`src/rtl/standby_pkg.sv`:
```
package standby_pkg;

    typedef enum logic [1:0] {
        PS_RUN   = 2'd0,
        PS_HALT  = 2'd1,
        PS_DEFER = 2'd2,
        PS_STOP  = 2'd3
    } pstate_e;

    typedef enum logic [2:0] {
        WS_SERIAL = 3'b000,
        WS_SCAN   = 3'b001,
        WS_SENSE  = 3'b010,
        WS_TIMER  = 3'b100
    } wsrc_e;

    typedef struct packed {
        logic  hi_lvl;
        wsrc_e src;
    } relop_t;

    // Level match on a port: high level needs any pin high, low level needs any pin low.
    function automatic logic lvl_hit(logic any_hi, logic all_hi, logic hi);
        return hi ? any_hi : !all_hi;
    endfunction

endpackage

```
`src/rtl/stb_sync.sv`:
```
module stb_sync #(
    parameter int W      = 1,
    parameter int STAGES = 2
) (
    input  logic         clk,
    input  logic         rst,
    input  logic [W-1:0] d,
    output logic [W-1:0] q
);
    logic [W-1:0] stg [STAGES];

    for (genvar i = 0; i < STAGES; i++) begin : g_stage
        if (i == 0) begin : g_first
            always_ff @(posedge clk) begin
                if (rst) stg[i] <= '0;
                else     stg[i] <= d;
            end
        end else begin : g_next
            always_ff @(posedge clk) begin
                if (rst) stg[i] <= '0;
                else     stg[i] <= stg[i-1];
            end
        end
    end

    assign q = stg[STAGES-1];
endmodule

```
`src/rtl/stb_wake_eval.sv`:
```
module stb_wake_eval
    import standby_pkg::*;
#(
    parameter int SCAN_W  = 8,
    parameter int SENSE_W = 4
) (
    input  relop_t             op,
    input  logic               serial_lvl,
    input  logic [SCAN_W-1:0]  scan_lvl,
    input  logic               scan_dir_out,
    input  logic [SENSE_W-1:0] sense_lvl,
    input  logic               shift_from_serial,
    input  logic               tmr_done,
    output logic               wake
);
    always_comb begin
        case (op.src)
            WS_SERIAL: wake = shift_from_serial |
                              lvl_hit(serial_lvl, serial_lvl, op.hi_lvl);
            WS_SCAN:   wake = !scan_dir_out &&
                              lvl_hit(|scan_lvl, &scan_lvl, op.hi_lvl);
            WS_SENSE:  wake = lvl_hit(|sense_lvl, &sense_lvl, op.hi_lvl);
            WS_TIMER:  wake = tmr_done;
            default:   wake = 1'b0;
        endcase
    end
endmodule

```
`src/rtl/standby_ctrl.sv`:
```
module standby_ctrl
    import standby_pkg::*;
#(
    parameter int SCAN_W      = 8,
    parameter int SENSE_W     = 4,
    parameter int SYNC_STAGES = 2
) (
    input  logic               clk,
    input  logic               rst,
    input  logic               halt_req,
    input  logic               stop_sel,
    input  logic [3:0]         rel_op,
    input  logic               serial_pin,
    input  logic [SCAN_W-1:0]  scan_pins,
    input  logic               scan_dir_out,
    input  logic [SENSE_W-1:0] sense_pins,
    input  logic               shift_from_serial,
    input  logic               tmr_busy,
    input  logic               tmr_done,
    input  logic               hang_en,
    output logic               cpu_stall,
    output logic               osc_en,
    output logic               hang_rst
);
    localparam int SYN_W = 1 + SCAN_W + SENSE_W;

    pstate_e             state;
    relop_t              op_q;
    wsrc_e               src_q;
    logic [SYN_W-1:0]    pins_s;
    logic                serial_s;
    logic [SCAN_W-1:0]   scan_s;
    logic [SENSE_W-1:0]  sense_s;
    logic                wake_s;
    logic                wake_raw;

    stb_sync #(.W(SYN_W), .STAGES(SYNC_STAGES)) u_sync (
        .clk (clk),
        .rst (rst),
        .d   ({serial_pin, scan_pins, sense_pins}),
        .q   (pins_s)
    );

    assign {serial_s, scan_s, sense_s} = pins_s;
    assign src_q = op_q.src;

    // Synchronized path: ends the stall.
    stb_wake_eval #(.SCAN_W(SCAN_W), .SENSE_W(SENSE_W)) u_eval_sync (
        .op                (op_q),
        .serial_lvl        (serial_s),
        .scan_lvl          (scan_s),
        .scan_dir_out      (scan_dir_out),
        .sense_lvl         (sense_s),
        .shift_from_serial (shift_from_serial),
        .tmr_done          (tmr_done),
        .wake              (wake_s)
    );

    // Raw path: restarts a gated oscillator without needing a clock.
    stb_wake_eval #(.SCAN_W(SCAN_W), .SENSE_W(SENSE_W)) u_eval_raw (
        .op                (op_q),
        .serial_lvl        (serial_pin),
        .scan_lvl          (scan_pins),
        .scan_dir_out      (scan_dir_out),
        .sense_lvl         (sense_pins),
        .shift_from_serial (shift_from_serial),
        .tmr_done          (tmr_done),
        .wake              (wake_raw)
    );

    always_ff @(posedge clk) begin
        if (rst) begin
            state <= PS_RUN;
            op_q  <= '{hi_lvl: 1'b0, src: WS_SERIAL};
        end else begin
            unique case (state)
                PS_RUN: begin
                    if (halt_req) begin
                        op_q <= relop_t'(rel_op);
                        if (!stop_sel)     state <= PS_HALT;
                        else if (tmr_busy) state <= PS_DEFER;
                        else               state <= PS_STOP;
                    end
                end
                PS_HALT, PS_STOP: begin
                    if (wake_s) state <= PS_RUN;
                end
                PS_DEFER: begin
                    if (wake_s)         state <= PS_RUN;
                    else if (!tmr_busy) state <= PS_STOP;
                end
                default: state <= PS_RUN;
            endcase
        end
    end

    assign cpu_stall = (state != PS_RUN);
    assign osc_en    = (state != PS_STOP) || wake_raw;
    assign hang_rst  = hang_en && (state == PS_STOP) &&
                       (!scan_dir_out || !(&scan_s));
endmodule

```
`config.mk`:
```
export PLATFORM = sky130hd
export DESIGN_NAME = standby_ctrl
export DESIGN_NICKNAME = d
export VERILOG_FILES = /design/src/rtl/standby_pkg.sv /design/src/rtl/stb_sync.sv /design/src/rtl/stb_wake_eval.sv /design/src/rtl/standby_ctrl.sv
export SDC_FILE = /design/constraint.sdc
export NUM_CORES = 1
export LEC_CHECK = 0
export BUFFER_PORTS_ARGS = -buffer_cell sky130_fd_sc_hd__buf_2
export CORE_MARGIN = 10
export CORE_UTILIZATION = 55
export CTS_CLUSTER_DIAMETER = 60
export CTS_CLUSTER_SIZE = 14
export DETAILED_ROUTE_END_ITERATION = 10
export GPL_TIMING_DRIVEN = 0
export MAX_ROUTING_LAYER = met4
export PLACE_DENSITY = 0.79
export SYNTH_ARGS = -nofsm -noshare
export SYNTH_HDL_FRONTEND = slang
export SYNTH_HIERARCHICAL = 1
export SYNTH_SLANG_ARGS = --single-unit
```
`constraint.sdc`:
```
create_clock -name clk -period 2.4 [get_ports clk]
set_clock_uncertainty 0.05 [all_clocks]
set_input_delay 0.36 -clock clk [delete_from_list [all_inputs] [get_ports clk]]
set_output_delay 0.36 -clock clk [all_outputs]
set_load 0.05 [all_outputs]
```
Word-level counts from Yosys, hierarchy flattened
Memory sizes are Yosys's and may differ from the RTL's.
Cells that the tools add are included.
{ "classes": {"n_addsub": 0, "mul": 0, "n_div": 0, "n_lt_le_gt_ge": 0, "eq_ne": 10, "shifts": 0, "muxes": 20, "bitwise_logic": 4, "n_reduce_logical": 27} }
{ "ops": {"columns": ["op", "n"], "rows": [
  ["13-bit two-way mux", 2],
  ["8-bit AND reduction", 2],
  ["8-bit OR reduction", 2],
  ["1-bit two-way mux", 10],
  ["2-bit two-way mux", 5],
  ["1-bit case mux with 4 select lines", 2],
  ["4-bit AND reduction", 2],
  ["4-bit OR reduction", 2],
  ["1-bit logical NOT", 7],
  ["2-bit case mux with 3 select lines", 1],
  ["2-bit == test (second input constant)", 2],
  ["1-bit logical AND", 4],
  ["2-bit inequality test (second input constant)", 2],
  ["1-bit bitwise OR", 4],
  ["3-bit by 1-bit == test with 1-bit output (second input constant)", 1],
  ["3-bit by 2-bit == test with 1-bit output (second input constant)", 1],
  ["3-bit == test (second input constant)", 1],
  ["3-bit logical NOT", 1],
  ["3-bit by 2-bit inequality test with 1-bit output (second input constant)", 1],
  ["3-bit AND reduction", 1],
  ["2-bit by 1-bit == test with 1-bit output (second input constant)", 1],
  ["2-bit logical NOT", 1],
  ["1-bit logical OR", 2],
  ["2-bit by 1-bit inequality test with 1-bit output (second input constant)", 1],
  ["other kinds (3)", 3]
]} }
{ "totals": {"register_bits": 6, "latch_bits": 0, "mem_bits_rw": 26, "romBits": 0, "in_bits": 26, "output_inout_bits": 3, "wordCells": 65, "memories": 1} }
{ "memory_table": {"columns": ["name", "depth", "word_bits", "read_ports", "rd_ports_with_merged_regs", "write_ports", "line", "text"], "rows": [
  ["u_sync.stg", 2, 13, 2, 0, 2, "stb_sync.sv:10", "logic [W-1:0] stg [STAGES];"]
]} }

Depth between registers and ports, before layout
An unclocked memory read counts as a cell.
{ "logic_depth": {"depth_word": 8, "mapped_depth": 7} }

Cells and area by module
Netlist, hierarchy kept.
{ "by_module_without_submodules": {"columns": ["mod", "instances", "cells_per_inst", "area_each_um2"], "rows": [
  ["stb_sync", 1, 54, 700.7],
  ["standby_ctrl", 1, 30, 276.5],
  ["stb_wake_eval", 2, 21, 118.9]
]} }

Least setup slack after synthesis
No wires, ideal clock.
{ "synth_path": {"path_kind": "reg2out", "start": "reg op_q[3] in the netlist's numbering", "end": "out osc_en", "arrival_time_ps": 1535, "required_time_ps": 1990, "slack_ps": 455, "path_stages_with_launch": 5, "path_buffers": 0, "cell_sequence": "dfxtp_1 > or4_1 > nand3_1 > o211ai_1 > nand3b_1"} }
{ "synth_between": {"elab_chain_len": 4, "elab_cells_between_ends": 7, "classes_between": "mux: 4; bitwise: 1; reduce/logical: 2"} }
{ "synth_rtl": {"columns": ["item", "line", "text"], "rows": [
  ["start: declaration", "standby_ctrl.sv:28", "relop_t op_q;"],
  ["start signal: assignment", "standby_ctrl.sv:74", "op_q <= '{hi_lvl: 1'b0, src: WS_SERIAL};"],
  ["start signal: assignment", "standby_ctrl.sv:79", "op_q <= relop_t'(rel_op);"],
  ["1-bit two-way mux", "standby_pkg.sv:24", "return hi ? any_hi : !all_hi;"],
  ["1-bit bitwise OR or 1-bit logical AND (tied branches)", "stb_wake_eval.sv:18, stb_wake_eval.sv:20", null],
  ["1-bit case mux with 4 select lines (*)", "stb_wake_eval.sv:17", "case (op.src)"],
  ["net wake_raw", "standby_ctrl.sv:35", "logic wake_raw;"],
  ["1-bit logical OR (*)", "standby_ctrl.sv:98", "assign osc_en = (state != PS_STOP) || wake_raw;"],
  ["end: declaration", "standby_ctrl.sv:22", "output logic osc_en,"]
]} }
Mark *: on every way through the listed nets, which the timed path passes. The rest lies on a longest branch.

Worst setup path after layout
Same ends and word-level chain as after synthesis.

==> results.yml <==
timing:
  period_minus_slack_ps: 2307
  drv_slew: 0
  setup_tns_ps: 0
  hold_ws_ps: 224.9
  worst_pin_slew_ps: 366.2
  setup_violations: 0
  slew-limit-headroom: 0.7556
  period_share: 0.9611
  grt_setup_unrepaired: "no"
  setup_slack_ps: 93.44
  hold_viol_final: 0
  maxClockFrequency_mhz: 433.5
final_layout:
  mostFrequentLayoutCells: "dfxtp_1, buf_2, nor2b_1"
  drive_gt1_frac: 0.2360
  area_delta_synth_final_pct: 18.43
  final.fill_count: 168
  final_nets: 187
  diodes: 0
  final_common_cell: "dfxtp_1"
yosys:
  ys_seq_elements: 32
  ys_warn_count: 6
  syn_area_mm2: 0.001215
  synth.net_count: 152
  synth_cell_type_count: 23
  syn_avg_cell_area_um2: 9.642
  synth_cells: 126
  seq_area_frac_synth: 0.5273
power_and_ir_drop:
  switchingPower_uw: 244.6
  p_seq_frac: 0.600
  powerDensity_mw_per_mm2: 674.5
  power_frac_comb: 0.120
  swShare: 0.2520
  finalPower_uw: 970.6
  p_clk_frac: 0.280
  internal_power_uw: 726.0
  ir_drop_mv: 0.4896
  p_leak_nw: 0.5810
routing:
  drc: 0
  vias_per_cell: 5.255
  drtIter0Drc: 47
  wl_per_cell_um: 13.32
  ant_nets: 0
  vias: 988
  dr.pass1.iters: 4
  routed_wl_um: 2505
critical_path:
  cp-start-kind: "flip-flop"
  reg2reg_slack_ps: 790
  crit_path_max_fanout: 11
  worstReg2RegEnd: "state[0]"
  cp-end-kind: "output port"
  reg2reg_depth: 6
  reg2reg_from: "u_sync/stg[1][9]"
  cp.arrival_ps: 1900
  cp.required_ps: 1990
  path_class: "reg -> out"
die:
  row_count: 16
  die_x_um: 67
  die-area_mm2: 0.004489
  start_util: 0.6009
  coreArea_mm2: 0.002022
  io_pins: 29
  die-height_um: 67
clocking:
  htreeDepth: 2
  root_buffer: "clkbuf_4"
  cts_buffer_depth: 2
  insertion_delay_ps: 320
  hold_buffers: 0
  clock-sinks: 32
  cts-buffers-inserted: 5
  cts_tree: "built"
  clkTransAtPathRegs_ps: 90
run_status:
  status: "complete, no violations"
placement:
  portBuffers: 28
  post-place-ws_ps: 311.1
  hpwlAfterDp_um: 1926
  gp_congestion: 0.7592
global_routing:
  grt_util_all_layers: 0.1194
  top_usage_layer: "met2"
  met1_usage: 0.1145
  grt_pass1_vias: 979
  use_met3: 0.04849
  grt_pass1_wl_um: 3974
  antenna_found_initial: 0
  grt_remaining_overflow: 0
  met2_usage: 0.2026
  grt_max_degree: 15
worst_hold_path:
  worstHoldPathCells: 2
  hp-class: "in -> reg"
  hold_start: "sense_pins[0]"
  min_to: "u_sync/stg[0][0]"
job:
  maxCapViolCount: 0
==> cells in the mapped netlist <==
cell type | n | share of area
nor2b_1 | 26 | 0.13
nand3_1 | 3 | 0.012
o211ai_1 | 2 | 0.012
xnor2_1 | 2 | 0.014
buf_4 | 2 | 0.012
or4_1 | 2 | 0.012
o21ai_0 | 2 | 0.0082
dfxtp_1 | 32 | 0.53
nand2_1 | 11 | 0.034
nand2b_1 | 2 | 0.010
nand3b_1 | 1 | 0.0062
or2_1 | 1 | 0.0052
o311ai_0 | 2 | 0.014
nand4_1 | 7 | 0.036
and2b_1 | 2 | 0.012
mux2i_1 | 4 | 0.033
a21oi_1 | 2 | 0.0082
nor4b_1 | 2 | 0.014
o21bai_1 | 1 | 0.0062
nor3b_4 | 1 | 0.015
nor2_1 | 14 | 0.043
nor4_1 | 4 | 0.021
a41oi_1 | 1 | 0.0072
==> worst max-delay path, stage by stage, from the launching register on <==
cell,delay (ps)
dfxtp_2,400
or4_1,570
nand3_1,110
o211ai_1,100
nand3b_1,180
clkbuf_4,220
==> sequential cells by signal (all words and copies together), names as in the netlist <==
register / count
state: 2
src_q: 3
u_sync/stg: 26
op_q: 1
==> logic make-up after synthesis <==
group / count (synthesis) / share of synthesized area
simple gates: 76 / 0.3563
flops: 32 / 0.5273
compound gates: 10 / 0.05665
mux: 4 / 0.03296
xor+xnor: 2 / 0.01442
buf+inv: 2 / 0.01235
==> power groups by stage <==
stage	clock network (mW)	logic [mW]	registers, mW
after floorplan	0	0.0749	0.588
after global placement	0	0.111	0.592
after detailed placement	0	0.117	0.594
after CTS	0.275	0.118	0.582
after global routing	0.298	0.129	0.586
final	0.272	0.117	0.582
==> layout make-up <==
type,count,area [um2],area share
clock buffers,6,41.29,0.02870
plain buffers,2,15.01,0.01043
well taps,27,33.78,0.02348
repair buffers,28,142.6,0.09913
multi-input cells,92,559.3,0.3887
flip-flops and latches,32,641.9,0.4461
clock inverters,1,5.005,0.003478
==> worst max-delay path by stage <==
stage          endpoint          from  cells after the start  slack, ps
5_1_grt          osc_en       op_q[3]                      5          6
6_report         osc_en       op_q[3]                      5         90
3_5_place_dp     osc_en  scan_pins[5]                      7        310
2_1_floorplan    osc_en       op_q[3]                      4        450
4_1_cts          osc_en       op_q[3]                      5         90
3_3_place_gp     osc_en  scan_pins[4]                      7        350
==> routing by layer <==
metal | vias to the layer above | routed length [um] | share of wire
met5 | - | 0 | 0
met4 | 0 | 38 | 0.015
met3 | 6 | 158 | 0.063
met2 | 28 | 1219 | 0.49
met1 | 446 | 1089 | 0.43
li1 | 508 | - | -
==> through the flow <==
stage / utilization / instance area (um2) / instances
2_1_floorplan: - / 1215 / 126
3_3_place_gp: 0.6869 / 1389 / 181
3_5_place_dp: 0.6869 / 1389 / 181
4_1_cts: 0.7104 / 1436 / 188
5_1_grt: 0.7116 / 1439 / 188
6_report: 0.7116 / 1439 / 188
==> what timing repair did <==
item,CTS,global route
buffers inserted,0,0
gates resized for setup,1,1
endpoints found under the setup margin,1,1
gates cloned,0,0
Power figures use the tool's default switching activity.
